[src/rtl/msa_pkg.sv]
package msa_pkg;
  // Operand width used by default across the block.
  localparam int unsigned OPW_DEF = 4;

  typedef enum logic {
    ST_IDLE = 1'b0,
    ST_RUN  = 1'b1
  } msa_state_e;
endpackage

[src/rtl/msa_rst_sync.sv]
module msa_rst_sync (
  input  logic clk,
  input  logic rst_n,
  output logic rst_sync_n
);
  logic stage_q;

  always_ff @(posedge clk or negedge rst_n) begin
    if (!rst_n) begin
      stage_q    <= 1'b0;
      rst_sync_n <= 1'b0;
    end else begin
      stage_q    <= 1'b1;
      rst_sync_n <= stage_q;
    end
  end
endmodule

[src/rtl/msa_step_ctr.sv]
module msa_step_ctr #(
  parameter int unsigned STEPS = 4,
  localparam int unsigned CW   = (STEPS > 1) ? $clog2(STEPS) : 1
) (
  input  logic          clk,
  input  logic          rst_n,
  input  logic          clr,
  input  logic          adv,
  output logic [CW-1:0] cnt,
  output logic          last
);
  localparam logic [CW-1:0] LAST_VAL = CW'(STEPS - 1);

  logic [CW-1:0] cnt_d;

  assign last = (cnt == LAST_VAL);

  always_comb begin
    cnt_d = cnt;
    if (clr) begin
      cnt_d = '0;
    end else if (adv) begin
      cnt_d = last ? '0 : cnt + CW'(1);
    end
  end

  always_ff @(posedge clk or negedge rst_n) begin
    if (!rst_n) begin
      cnt <= '0;
    end else if (clr || adv) begin
      cnt <= cnt_d;
    end
  end
endmodule

[src/rtl/msa_bit_pick.sv]
module msa_bit_pick #(
  parameter int unsigned OPW = 4,
  localparam int unsigned SW = (OPW > 1) ? $clog2(OPW) : 1
) (
  input  logic [OPW-1:0] word,
  input  logic [SW-1:0]  sel,
  output logic           bit_o
);
  logic [OPW-1:0] hit;

  for (genvar g = 0; g < OPW; g++) begin : g_leg
    assign hit[g] = word[g] & (sel == SW'(g));
  end

  assign bit_o = |hit;
endmodule

[src/rtl/msa_gated_add.sv]
module msa_gated_add #(
  parameter int unsigned OPW = 4
) (
  input  logic [OPW-1:0] mcand,
  input  logic           gate,
  input  logic [OPW-1:0] acc,
  output logic [OPW:0]   sum
);
  localparam logic CIN = 1'b0;

  logic [OPW-1:0] gated;
  logic [OPW:0]   carry;

  for (genvar g = 0; g < OPW; g++) begin : g_and
    assign gated[g] = mcand[g] & gate;
  end

  assign carry[0] = CIN;
  for (genvar g = 0; g < OPW; g++) begin : g_fa
    assign sum[g]     = acc[g] ^ gated[g] ^ carry[g];
    assign carry[g+1] = (acc[g] & gated[g]) | (carry[g] & (acc[g] ^ gated[g]));
  end
  assign sum[OPW] = carry[OPW];
endmodule

[src/rtl/shift_add_mul.sv]
module shift_add_mul #(
  parameter int unsigned OPW = msa_pkg::OPW_DEF,
  localparam int unsigned PW = 2 * OPW,
  localparam int unsigned CW = (OPW > 1) ? $clog2(OPW) : 1
) (
  input  logic          clk,
  input  logic          rst_n,
  input  logic          start,
  input  logic [OPW-1:0] mcand_i,
  input  logic [OPW-1:0] mplier_i,
  output logic [PW-1:0]  product_o,
  output logic           done_o
);
  import msa_pkg::*;

  logic             rst_sync_n;
  msa_state_e       state_q, state_d;
  logic [OPW-1:0]   mcand_q, mplier_q;
  logic [PW-1:0]    prod_q, prod_d;
  logic             done_q, done_d;
  logic             busy;
  logic             accept;
  logic             step;
  logic             last;
  logic [CW-1:0]    cnt;
  logic             pick;
  logic [OPW:0]     sum;

  msa_rst_sync u_rst (
    .clk        (clk),
    .rst_n      (rst_n),
    .rst_sync_n (rst_sync_n)
  );

  assign busy   = (state_q == ST_RUN);
  assign accept = start & ~busy;
  assign step   = busy;

  msa_step_ctr #(.STEPS(OPW)) u_ctr (
    .clk   (clk),
    .rst_n (rst_sync_n),
    .clr   (accept),
    .adv   (step),
    .cnt   (cnt),
    .last  (last)
  );

  msa_bit_pick #(.OPW(OPW)) u_pick (
    .word  (mplier_q),
    .sel   (cnt),
    .bit_o (pick)
  );

  msa_gated_add #(.OPW(OPW)) u_add (
    .mcand (mcand_q),
    .gate  (pick),
    .acc   (prod_q[PW-1:OPW]),
    .sum   (sum)
  );

  always_comb begin
    state_d = state_q;
    prod_d  = prod_q;
    done_d  = 1'b0;
    if (accept) begin
      state_d = ST_RUN;
      prod_d  = '0;
    end else if (step) begin
      prod_d = {sum, prod_q[OPW-1:1]};
      if (last) begin
        state_d = ST_IDLE;
        done_d  = 1'b1;
      end
    end
  end

  // Operand capture, enabled only by an accepted start.
  always_ff @(posedge clk or negedge rst_sync_n) begin
    if (!rst_sync_n) begin
      mcand_q  <= '0;
      mplier_q <= '0;
    end else if (accept) begin
      mcand_q  <= mcand_i;
      mplier_q <= mplier_i;
    end
  end

  // Product register, enabled on capture or on a step.
  always_ff @(posedge clk or negedge rst_sync_n) begin
    if (!rst_sync_n) begin
      prod_q <= '0;
    end else if (accept || step) begin
      prod_q <= prod_d;
    end
  end

  always_ff @(posedge clk or negedge rst_sync_n) begin
    if (!rst_sync_n) begin
      state_q <= ST_IDLE;
      done_q  <= 1'b0;
    end else begin
      state_q <= state_d;
      done_q  <= done_d;
    end
  end

  assign product_o = prod_q;
  assign done_o    = done_q;
endmodule

[config.mk]
export PLATFORM = sky130hd
export DESIGN_NAME = shift_add_mul
export DESIGN_NICKNAME = d
export VERILOG_FILES = /design/src/rtl/msa_pkg.sv /design/src/rtl/msa_rst_sync.sv /design/src/rtl/msa_step_ctr.sv /design/src/rtl/msa_bit_pick.sv /design/src/rtl/msa_gated_add.sv /design/src/rtl/shift_add_mul.sv
export SDC_FILE = /design/constraint.sdc
export NUM_CORES = 1
export LEC_CHECK = 0
export BUFFER_PORTS_ARGS = -buffer_cell sky130_fd_sc_hd__buf_2
export CAP_MARGIN = 20
export CORE_AREA = 3 3 44 62
export DETAILED_ROUTE_END_ITERATION = 6
export DIE_AREA = 0 0 47 65
export HOLD_SLACK_MARGIN = 0.03
export PLACE_DENSITY = 0.79
export SLEW_MARGIN = 20
export SYNTH_ARGS = -nofsm -noshare
export SYNTH_HDL_FRONTEND = slang
export SYNTH_SLANG_ARGS = --single-unit
export TNS_END_PERCENT = 10
[constraint.sdc]
create_clock -name clk -period 0.8 [get_ports clk]
set_input_delay 0.16 -clock clk [delete_from_list [all_inputs] [get_ports clk]]
set_output_delay 0.16 -clock clk [all_outputs]
set_load 0.02 [all_outputs]
==> out/results.tsv <==
metric	value	unit
# fillers	156	
Die W	47	um
Worst setup EP type	register	
worst r2r src	u_ctr.cnt[1]	
failing checks	negative setup slack	
core area	2200	um^2
minimum clock period	2.62	ns
port buffer count	19	
worst vdd ir	0.00235	V
Final HPWL DP	1490	um
yosys synthesis warning count	0	
wire length per cell	14.0	um
endpoints failing hold	0	
top routing layer used	met4	
Num CTS Buffers	3	
Cell Chain, Critical Path	inv_2, ha_4, a22oi_2, a21boi_2, ha_4, inv_1, fa_2, inv_2, fa_1, inv_1, fa_1, inv_1, a22o_1	
Total Wirelength	2100	um
Mapped Area	1060	um^2
drt first pass iters	3	
GP Congestion	0.743	
Buf+Inv Stages, Crit Path	5	
fmax	0.382	GHz
DIE HEIGHT	65	um
type of the worst setup path	reg2reg	
final antenna-violating net count	0	
outcome	finished, violations left	
IO Pins	20	
synthesis-to-finish area growth	44.7	%
most area-consuming cells after synthesis	dfrtp_1, mux2_4, ha_1	
Antenna Cells	0	
CP required	1.02	ns
RSZ-0062 raised after global routing	true	
first-pass GRT wire length	3850	um
gr ovfl total	0	
syn nets	102	
Hold Path Class	in2reg	
initial antenna violation count	0	
CTS clk-pin slew, worst paths	0.12	ns
largest net degree at the start of global routing	21	
num rows	20	
post-synthesis sequential area ratio	51.7	%
Inst Count DP	141	
Post-Place Setup Slack	-1.76	ns
H-tree Lvls	1	
Met3 Wirelength	71	um
die footprint	3060	um^2
gr usage total	17.8	%
initial drt markers	6	
WP depth	13	
Reg2Reg Depth	13	
Power per Cell Area	4060	nW/um^2
total power draw	0.00626	W
Synth top area share	51.7	%
endpoints failing setup	29	
fin cells	150	
worst-case clock buffer depth	2	
TritonCTS clock tree	done	
crit path from	u_ctr.cnt[1]	
worst-skew pair later-pin latency	0.32	ns
Yosys reg bits	22	
Max Clock Skew	0.00178	ns
crit-path max cell delay	0.47	ns
number of global-route vias before repair	857	
total clock sinks	22	
Unique masters post-synth	20	
Synth Instances	83	
DRC viols	0	
leak pwr	0.755	nW
vias per cell	5.21	
family with the most delay on the worst path	adder cells	
max_cap viols	0	
RR Endpoint	product_o[6]	
Crit Path Max Fanout	3	
met1 WL	861	um
area leader, netlist	dfrtp_1	
slowest CP cell	fa_1	
Final #Nets	148	
Final Max Slew Viols	0	
clk root buf	clkbuf_4	
final worst-path cycle share	327	%
Final WS setup	-1.82	ns
cell mode on critical path	inv_1	
CP endpoint	product_o[6]	
setup TNS	-13.78	ns
share of layout cells above drive strength 1	55.5	%
r2r setup slk	-1.82	ns
Met2 Wirelength	1120	um
startpoint types	register	
initial core utilization	48.4	%
worst path arrival time	2.84	ns
FF+latch area	552	um^2
Mean Syn Cell Area	12.8	um^2
total number of vias	782	
area taken by multi-input logic gates	531	um^2
==> layer usage <==
layer,global-route usage [%],vias up
met2,29.1,15
met3,3.61,7
li1,-,365
met5,0,-
met1,21.5,395
met4,7.96,0
==> per-stage QoR <==
step	util, %	hold slack, ns	instance area [um^2]
after floorplan	-	-0.136	1080
after global placement	61.0	-0.0554	1340
after detailed placement	61.0	-0.0546	1340
after CTS	68.8	0.0554	1510
after global routing	69.9	0.0596	1540
final	69.9	0.0613	1540
==> registers in the layout (all words and copies together) (netlist names) <==
register and cells:
u_ctr.cnt 2, busy 1, u_rst.stage_q 1, done_o 1, u_rst.rst_sync_n 1, mplier_q 4
mcand_q 4, product_o 8
==> synth_stat cells <==
master	count
o31ai_1	1
inv_1	10
a22oi_1	2
nor2_1	1
nor2b_4	1
nand2b_1	6
o22ai_1	1
ha_1	5
o21ai_0	5
buf_6	1
a22o_1	7
fa_1	3
conb_1	1
buf_4	1
buf_2	1
a21boi_0	2
dfrtp_1	22
and2_1	1
nand2_1	4
mux2_4	8
==> placed cells by master, fill, tap and decap left out, drive strengths merged <==
| cell type | synthesis | routed |
|---|---|---|
| a21boi | 2 | 2 |
| a22o | 7 | 7 |
| a22oi | 2 | 2 |
| and2 | 1 | 1 |
| buf | 3 | 43 |
| bufinv | 0 | 1 |
| clkbuf | 0 | 3 |
| conb | 1 | 1 |
| dfrtp | 22 | 22 |
| dlygate4sd3 | 0 | 1 |
| fa | 3 | 3 |
| ha | 5 | 5 |
| inv | 10 | 10 |
| mux2 | 8 | 8 |
| nand2 | 4 | 4 |
| nand2b | 6 | 6 |
| nor2 | 1 | 1 |
| nor2b | 1 | 1 |
| o21ai | 5 | 5 |
| o22ai | 1 | 1 |
| o31ai | 1 | 1 |
==> area by class of cell <==
class | instances | share of cell area [%]
timing repair buffer | 44 | 22.1
inverter | 10 | 2.44
tap | 22 | 1.79
clock inverter | 1 | 1.95
multi-input combinational | 48 | 34.4
sequential | 22 | 35.8
clock buffer | 3 | 1.46
==> power breakdown <==
part           internal [W]  total (W)  switching [W]
combinational       0.00195    0.00343        0.00148
sequential          0.00158    0.00197       0.000387
clock              0.000507   0.000857       0.000350
==> worst min-delay path by stage <==
| stage | slack [ns] | depth (start not counted) | to | from |
|---|---|---|---|---|
| after floorplan | -0.14 | 0 | u_rst.rst_sync_n | rst_n |
| after global placement | -0.06 | 1 | u_rst.stage_q | rst_n |
| after detailed placement | -0.05 | 1 | u_rst.rst_sync_n | rst_n |
| after CTS | 0.06 | 2 | mplier_q[0] | mplier_i[0] |
| after global routing | 0.06 | 2 | mplier_q[0] | mplier_i[0] |
| final | 0.06 | 2 | mplier_q[0] | mplier_i[0] |
==> kinds of logic (layout without fill, tap and decap cells) <==
| group | Yosys count | after routing | synth area share, % |
|---|---|---|---|
| AND/OR/NAND/NOR | 13 | 13 | 7.17 |
| AO/OA/AOI/OAI | 18 | 18 | 12.2 |
| flip-flops | 22 | 22 | 51.7 |
| buffers and inverters | 13 | 58 | 5.76 |
| other | 1 | 1 | 0.352 |
| adder cells (fa/ha/maj) | 8 | 8 | 11.5 |
| multiplexers | 8 | 8 | 11.3 |
==> timing repair <==
action                                  4_1_cts  5_1_grt
hold buffers                                  1        0
pin swaps                                     4        3
endpoints found under the setup margin       29       29
endpoints found under the hold margin         2        0
buffers inserted                              4        0
gates resized for setup                      20        7
(Power assumes the default switching activity.)
